## config.mk

```make
export PLATFORM = sky130hd
export DESIGN_NAME = ptw_walker
export DESIGN_NICKNAME = d
export VERILOG_FILES = /design/src/rtl/ptw_pkg.sv /design/src/rtl/ptw_addr_gen.sv /design/src/rtl/ptw_pte_eval.sv /design/src/rtl/ptw_walker.sv
export SDC_FILE = /design/constraint.sdc
export NUM_CORES = 1
export LEC_CHECK = 0
export ABC_CLOCK_PERIOD_IN_PS = 6200
export BUFFER_PORTS_ARGS = -buffer_cell sky130_fd_sc_hd__buf_2
export CAP_MARGIN = 30
export CORE_AREA = 8 8 202 204
export CTS_CLUSTER_DIAMETER = 200
export DETAILED_ROUTE_END_ITERATION = 16
export DIE_AREA = 0 0 210 212
export SYNTH_ARGS = -nofsm -noshare
export SYNTH_HDL_FRONTEND = slang
export SYNTH_SLANG_ARGS = --single-unit
export TNS_END_PERCENT = 10
```

## constraint.sdc

```tcl
create_clock -name clk -period 6.2 [get_ports clk]
set_input_delay 1.24 -clock clk [delete_from_list [all_inputs] [get_ports clk]]
set_output_delay 1.24 -clock clk [all_outputs]
set_load 0.02 [all_outputs]
```

## src/rtl/ptw_pkg.sv

```systemverilog
package ptw_pkg;

   typedef enum logic [1:0] {
      ACC_READ  = 2'b00,
      ACC_WRITE = 2'b01,
      ACC_EXEC  = 2'b10
   } acc_e;

   localparam logic [1:0] PRIV_SUPV = 2'b01;

   // entry bit positions
   localparam int PTE_V       = 0;
   localparam int PTE_R       = 1;
   localparam int PTE_W       = 2;
   localparam int PTE_X       = 3;
   localparam int PTE_A       = 6;
   localparam int PTE_D       = 7;
   localparam int PTE_PPN_LSB = 10;
   localparam int PTE_BITS    = 64;

   typedef enum logic [2:0] {
      ST_IDLE,
      ST_RD_CHK,
      ST_RD_WAIT,
      ST_EVAL,
      ST_WB_CHK,
      ST_FILL,
      ST_FAULT
   } walk_st_e;

endpackage

```

## src/rtl/ptw_addr_gen.sv

```systemverilog
module ptw_addr_gen #(
   parameter int PAGE_BITS  = 12,
   parameter int IDX_BITS   = 9,
   parameter int PPN_W      = 44,
   parameter int VA_W       = 39,
   parameter int PA_W       = 56,
   parameter int LVL_W      = 2,
   parameter int ENTRY_LOG2 = 3
) (
   input  logic [PPN_W-1:0] base_ppn,
   input  logic [VA_W-1:0]  vaddr,
   input  logic [LVL_W-1:0] lvl,
   output logic [PA_W-1:0]  pte_addr
);
   logic [IDX_BITS-1:0] idx;

   always_comb begin
      idx      = IDX_BITS'(vaddr >> (PAGE_BITS + IDX_BITS * int'(lvl)));
      pte_addr = {base_ppn, {PAGE_BITS{1'b0}}} + (PA_W'(idx) << ENTRY_LOG2);
   end
endmodule

```

## src/rtl/ptw_pte_eval.sv

```systemverilog
module ptw_pte_eval #(
   parameter int IDX_BITS = 9,
   parameter int LEVELS   = 3,
   parameter int LVL_W    = 2
) (
   input  logic [63:0]      pte,
   input  logic [LVL_W-1:0] lvl,
   input  logic [1:0]       acc,
   output logic             invalid,
   output logic             leaf,
   output logic             perm_fault,
   output logic             misaligned,
   output logic             need_wb,
   output logic [63:0]      pte_upd,
   output logic [63:0]      pte_fill
);
   import ptw_pkg::*;

   logic [LEVELS-1:0] low_nz;

   for (genvar g = 0; g < LEVELS; g++) begin : g_field
      if (g < LEVELS - 1) begin : g_chk
         assign low_nz[g] = (int'(lvl) > g) &&
                            (pte[PTE_PPN_LSB + g*IDX_BITS +: IDX_BITS] != '0);
      end else begin : g_top
         assign low_nz[g] = 1'b0;
      end
   end

   assign misaligned = |low_nz;

   always_comb begin
      invalid = !pte[PTE_V] || (!pte[PTE_R] && pte[PTE_W]);
      leaf    = pte[PTE_R] || pte[PTE_X];
      case (acc)
         ACC_READ:  perm_fault = !pte[PTE_R];
         ACC_WRITE: perm_fault = !pte[PTE_W];
         ACC_EXEC:  perm_fault = !pte[PTE_X];
         default:   perm_fault = 1'b1;
      endcase
      pte_upd        = pte;
      pte_upd[PTE_A] = 1'b1;
      if (acc == ACC_WRITE) pte_upd[PTE_D] = 1'b1;
      need_wb  = (pte_upd != pte);
      pte_fill = pte_upd;
      if (!pte_upd[PTE_D] && acc != ACC_WRITE) pte_fill[PTE_W] = 1'b0;
   end
endmodule

```

## src/rtl/ptw_walker.sv

```systemverilog
module ptw_walker #(
   parameter int PAGE_BITS  = 12,
   parameter int IDX_BITS   = 9,
   parameter int LEVELS     = 3,
   parameter int PPN_W      = 44,
   parameter int ENTRY_LOG2 = 3,
   localparam int VA_W      = PAGE_BITS + IDX_BITS * LEVELS,
   localparam int PA_W      = PPN_W + PAGE_BITS,
   localparam int PB_W      = $clog2(VA_W + 1)
) (
   input  logic             clk,
   input  logic             rst_n,
   input  logic             req_valid,
   output logic             req_ready,
   input  logic [VA_W-1:0]  req_vaddr,
   input  logic [1:0]       req_acc,
   input  logic [1:0]       req_priv,
   input  logic [PPN_W-1:0] req_root,
   output logic             chk_valid,
   output logic [PA_W-1:0]  chk_addr,
   output logic [1:0]       chk_priv,
   output logic [1:0]       chk_acc,
   input  logic             chk_allow,
   output logic             mem_req_valid,
   output logic             mem_req_write,
   output logic [PA_W-1:0]  mem_req_addr,
   output logic [63:0]      mem_req_wdata,
   input  logic             mem_rsp_valid,
   input  logic [63:0]      mem_rsp_rdata,
   output logic             fill_valid,
   output logic [VA_W-1:0]  fill_vaddr,
   output logic [PPN_W-1:0] fill_ppn,
   output logic [PB_W-1:0]  fill_page_bits,
   output logic [63:0]      fill_pte,
   output logic             fault_valid,
   output logic             fault_access,
   output logic [VA_W-1:0]  fault_vaddr
);
   import ptw_pkg::*;

   localparam int LVL_W = (LEVELS > 1) ? $clog2(LEVELS) : 1;
   localparam logic [LVL_W-1:0] TOP_LVL = LVL_W'(LEVELS - 1);

   if (LEVELS < 1) begin : g_bad_levels
      $error("ptw_walker: LEVELS must be at least 1");
   end
   if (PTE_PPN_LSB + PPN_W > PTE_BITS) begin : g_bad_ppn
      $error("ptw_walker: page number does not fit in an entry");
   end
   if (VA_W > 64) begin : g_bad_va
      $error("ptw_walker: virtual address wider than 64 bits");
   end

   walk_st_e          state;
   logic [LVL_W-1:0]  lvl_q;
   logic [VA_W-1:0]   vaddr_q;
   logic [1:0]        acc_q;
   logic [1:0]        priv_q;
   logic [PA_W-1:0]   pte_addr_q;
   logic [63:0]       pte_q;
   logic [63:0]       wb_q;
   logic              fault_acc_q;

   // shared next-address generator
   logic [PPN_W-1:0]  ag_ppn;
   logic [VA_W-1:0]   ag_va;
   logic [LVL_W-1:0]  ag_lvl;
   logic [PA_W-1:0]   ag_addr;

   always_comb begin
      if (state == ST_IDLE) begin
         ag_ppn = req_root;
         ag_va  = req_vaddr;
         ag_lvl = TOP_LVL;
      end else begin
         ag_ppn = pte_q[PTE_PPN_LSB +: PPN_W];
         ag_va  = vaddr_q;
         ag_lvl = lvl_q - LVL_W'(1);
      end
   end

   ptw_addr_gen #(
      .PAGE_BITS(PAGE_BITS), .IDX_BITS(IDX_BITS), .PPN_W(PPN_W),
      .VA_W(VA_W), .PA_W(PA_W), .LVL_W(LVL_W), .ENTRY_LOG2(ENTRY_LOG2)
   ) u_addr (
      .base_ppn(ag_ppn), .vaddr(ag_va), .lvl(ag_lvl), .pte_addr(ag_addr)
   );

   logic ev_invalid, ev_leaf, ev_perm, ev_mis, ev_need_wb;
   logic [63:0] ev_upd, ev_fill;

   ptw_pte_eval #(
      .IDX_BITS(IDX_BITS), .LEVELS(LEVELS), .LVL_W(LVL_W)
   ) u_eval (
      .pte(pte_q), .lvl(lvl_q), .acc(acc_q),
      .invalid(ev_invalid), .leaf(ev_leaf), .perm_fault(ev_perm),
      .misaligned(ev_mis), .need_wb(ev_need_wb),
      .pte_upd(ev_upd), .pte_fill(ev_fill)
   );

   always_ff @(posedge clk or negedge rst_n) begin
      if (!rst_n) begin
         state       <= ST_IDLE;
         lvl_q       <= '0;
         vaddr_q     <= '0;
         acc_q       <= '0;
         priv_q      <= '0;
         pte_addr_q  <= '0;
         pte_q       <= '0;
         wb_q        <= '0;
         fault_acc_q <= 1'b0;
      end else begin
         case (state)
            ST_IDLE: if (req_valid) begin
               vaddr_q    <= req_vaddr;
               acc_q      <= req_acc;
               priv_q     <= req_priv;
               lvl_q      <= TOP_LVL;
               pte_addr_q <= ag_addr;
               state      <= ST_RD_CHK;
            end
            ST_RD_CHK: begin
               fault_acc_q <= 1'b1;
               state       <= chk_allow ? ST_RD_WAIT : ST_FAULT;
            end
            ST_RD_WAIT: if (mem_rsp_valid) begin
               pte_q <= mem_rsp_rdata;
               state <= ST_EVAL;
            end
            ST_EVAL: begin
               fault_acc_q <= 1'b0;
               if (ev_invalid) begin
                  state <= ST_FAULT;
               end else if (ev_leaf) begin
                  if (ev_perm || ev_mis) begin
                     state <= ST_FAULT;
                  end else begin
                     pte_q <= ev_fill;
                     wb_q  <= ev_upd;
                     state <= ev_need_wb ? ST_WB_CHK : ST_FILL;
                  end
               end else if (lvl_q == '0) begin
                  state <= ST_FAULT;
               end else begin
                  lvl_q      <= lvl_q - LVL_W'(1);
                  pte_addr_q <= ag_addr;
                  state      <= ST_RD_CHK;
               end
            end
            ST_WB_CHK: begin
               fault_acc_q <= 1'b1;
               state       <= chk_allow ? ST_FILL : ST_FAULT;
            end
            default: state <= ST_IDLE;
         endcase
      end
   end

   logic [PB_W-1:0] page_bits;
   assign page_bits = PB_W'(PAGE_BITS + IDX_BITS * int'(lvl_q));

   always_comb begin
      req_ready      = (state == ST_IDLE);
      chk_valid      = (state == ST_RD_CHK) || (state == ST_WB_CHK);
      chk_addr       = pte_addr_q;
      chk_priv       = (state == ST_WB_CHK) ? priv_q : PRIV_SUPV;
      chk_acc        = (state == ST_WB_CHK) ? acc_q  : ACC_READ;
      mem_req_valid  = chk_valid && chk_allow;
      mem_req_write  = (state == ST_WB_CHK);
      mem_req_addr   = pte_addr_q;
      mem_req_wdata  = wb_q;
      fill_valid     = (state == ST_FILL);
      fill_page_bits = page_bits;
      fill_vaddr     = vaddr_q & ~((VA_W'(1) << page_bits) - VA_W'(1));
      fill_ppn       = pte_q[PTE_PPN_LSB +: PPN_W];
      fill_pte       = pte_q;
      fault_valid    = (state == ST_FAULT);
      fault_access   = fault_acc_q;
      fault_vaddr    = vaddr_q;
   end
endmodule

```

==> run_results.csv <==
group,metric,value,unit
setup_path,worst-setup-path-type,"flop to primary output",
global_route,grt_max_degree,109,
sta,min_period_over_period,75.1,%
cts,post_cts_resized,0,
cells_and_area,fin_cells,1880,
floorplanning,rows,72,
drt,wl_per_cell,20.8,µm
cells_and_area,regArea,0.00576,mm²
cts,cts_sinks,230,
sta,rsz0062_at_grt,"false",
yosys,syn_area_per_cell,11.9,µm²
drt,drtPass1Iterations,4,
setup_path,path_cells,"buf_4, inv_1, ha_1, buf_4, nor2_1, nand3_1, ha_1, o21ai_0, a21boi_0, nor2_1, buf_2",
power,total_power,8800,µW
placement,dpl.hpwl,29800,µm
floorplanning,initial_core_util,30.9,%
floorplanning,dieArea,0.0445,mm²
yosys,synth_compound_area_share,5.12,%
sta,fin_crit,4.66,ns
setup_path,critPathRequiredTime,4.96,ns
global_route,gr-total-overflow,0,
yosys,synthTopCellsByCount,"230 x dfrtp_1, 171 x buf_4, 165 x mux2_2",
sta,max_slew_margin,41.4,%
setup_path,cp.buffers_inverters,4,
global_route,antenna_found_initial,5,
yosys,ys_top_cells_by_area,"dfrtp_1 49%, mux2_2 16%, buf_4 11%",
sta,tightest_slew,0.879,ns
cts,cts_tree,"built",
yosys,synth_edf_count,0,
drt,viasPerCell,4.67,
setup_path,cpPeakStageDelay,0.41,ns
yosys,synth-main-ff-cell,"dfrtp_1",
yosys,yosysSeqAreaShare,49.1,%
global_route,grt_first_pass_wirelength,57300,µm
setup_path,cpLargestDelayFamily,"buffers and inverters",
cells_and_area,nFillCells,3746,
drt,drt_iter0_markers,550,
power,cellLeakagePower,0.00754,µW
cells_and_area,nNetsFinal,1507,
cts,postCtsSetupBuffers,0,
yosys,synthDistinctLibCells,53,
yosys,synthAdderAreaFrac,1.07,%
min_path,hold_path.class,"flop to flop",
placement,io_buffer_count,523,
floorplanning,die_x,210,µm
cts,clkLatencyLatePin,0.55,ns
power,p_per_area,603,mW/mm²
sta,skew,0.0189,ns
yosys,yosysTopAreaCell,"dfrtp_1",
cts,clk_pin_slew_worst_paths,0.06,ns
setup_path,setup.worst_path.start_class,"flop",
cts,clockBufferDepth,3,
yosys,synth_top_family_by_area,"multiplexers",
cells_and_area,multi_input_area,0.00444,mm²
floorplanning,core_area,0.0379,mm²
power,ir_drop,0.297,mV
cells_and_area,syn_to_final_growth,24.4,%
yosys,netlist_instances,987,
drt,drt_wl_total,39100,µm
job,max-cap-violations,0,
setup_path,crit_arrival,3.42,ns
cells_and_area,drive_gt1_share,56.6,%
yosys,synth_top_area_share,49.1,%
sta,tns,0,ns
drt,antenna_left,0,
global_route,grt_pass1_vias,9081,
yosys,muxShareOfSynthArea,23.6,%
drt,drcViolationCount,0,
sta,slew_viol_final,0,
cts,cts_hold_buf,0,
status,status,"finished, final reports clean",
yosys,ys_ff_latch,230,
floorplanning,chipHeight,212,µm
placement,placedCellCount,1829,
floorplanning,design.portCount,535,
setup_path,cp-end-kind,"primary output",
sta,setup_viol,0,
setup_path,cpMaxStageDelayCell,"a21boi_0",
yosys,synthesis.area,0.0117,mm²
yosys,yosys_warnings,0,
cts,htreeDepth,1,
yosys,ys_async_sr_fraction,100,%
setup_path,crit_fanout,33,
placement,gp_congestion,0.880,
cts,numCtsBuffers,28,
cts,cts_root_buf,"clkbuf_16",
yosys,synth_xor_area_share,0.373,%
global_route,grtUsageTotal,16.5,%
sta,max_freq,215,MHz
drt,vias,8788,
yosys,synth-simple-area-share,7.28,%
yosys,yosysMostFrequentCell,"dfrtp_1",
sta,hold_violations,0,
## layout by cell type (no fill, tap or decap), drive strengths merged, types with 10 or more instances in the layout
master  instances
nor2           21
clkbuf         43
mux2          165
and2           21
ha             10
nor2b          16
a21oi          15
buf           535
mux4           18
nand2          75
o21ai          58
nand3          10
mux2i          50
conb           11
inv            12
dfrtp         230
## through the flow
stage	hold slack [ns]	area [µm²]	worst slack, ns	utilization (%)
CTS	0.470	14600	1.53	38.5
finish	0.470	14600	1.54	38.5
floorplan	0.470	11800	1.61	-
detailed placement	0.447	13700	2.14	36.0
global route	0.488	14600	1.18	38.5
global placement	0.449	13600	2.24	35.9
## area by class of cell
type,instances,share of cell area (%)
Tap cell,518,4.44
Antenna cell,3,0.0515
Timing Repair Buffer,535,18.9
Clock inverter,5,0.557
Inverter,12,0.317
Clock buffer,43,5.81
Multi-Input combinational cell,534,30.4
Sequential cell,230,39.4
## final timing paths
check	startpoint	to	slack (ns)	cells after the start
min in group asynchronous	rst_n	mem_req_wdata[34]	0.60	1
min reg2reg	mem_req_wdata[6]	mem_req_wdata[6]	0.47	1
max reg2reg	state[2]	chk_addr[3]	2.56	9
max	lvl_q[0]	fill_vaddr[28]	1.54	11
min	mem_req_wdata[6]	mem_req_wdata[6]	0.47	1
max in group asynchronous	rst_n	fault_vaddr[33]	4.30	2
## logic make-up (layout without fill, tap and decap cells)
logic type,count (synthesis),in the layout
XOR/XNOR,5,5
AND/OR/NAND/NOR,173,173
multiplexers,233,233
AO/OA/AOI/OAI,102,102
adder cells (fa/ha/maj),10,10
buffers and inverters,232,595
other,2,14
flip-flops,230,230
## power by group
group | leakage, µW | switching [µW] | internal (µW)
Sequential | 0.00289 | 787 | 2090
Clock | 0.000453 | 632 | 1020
Combinational | 0.00420 | 2620 | 1660
Total | 0.00754 | 4040 | 4760
## metal layers
metal	up-vias	share of wire, %	global-route usage, %
li1	3954	-	-
met1	4404	40	20.5
met2	351	49	27.6
met3	75	7.5	4.57
met4	4	2.8	4.93
met5	-	0.059	0
## sequential cells by signal (all words and copies together) (netlist names)
register       flops
fill_pte          64
mem_req_wdata     64
chk_addr          53
fault_vaddr       39
state              3
acc_q              2
lvl_q              2
priv_q             2
fault_access       1
## worst register-to-register path, cell delays in order (launching register included)
cell,delay (ns)
dfrtp_1,0.53
or3_1,0.73
clkinv_2,0.15
buf_4,0.42
nor2_1,0.12
ha_1,0.73
mux2i_1,0.27
o31ai_1,0.10
a2111oi_0,0.41
a21oi_1,0.07
Power figures use the tool's default switching activity.
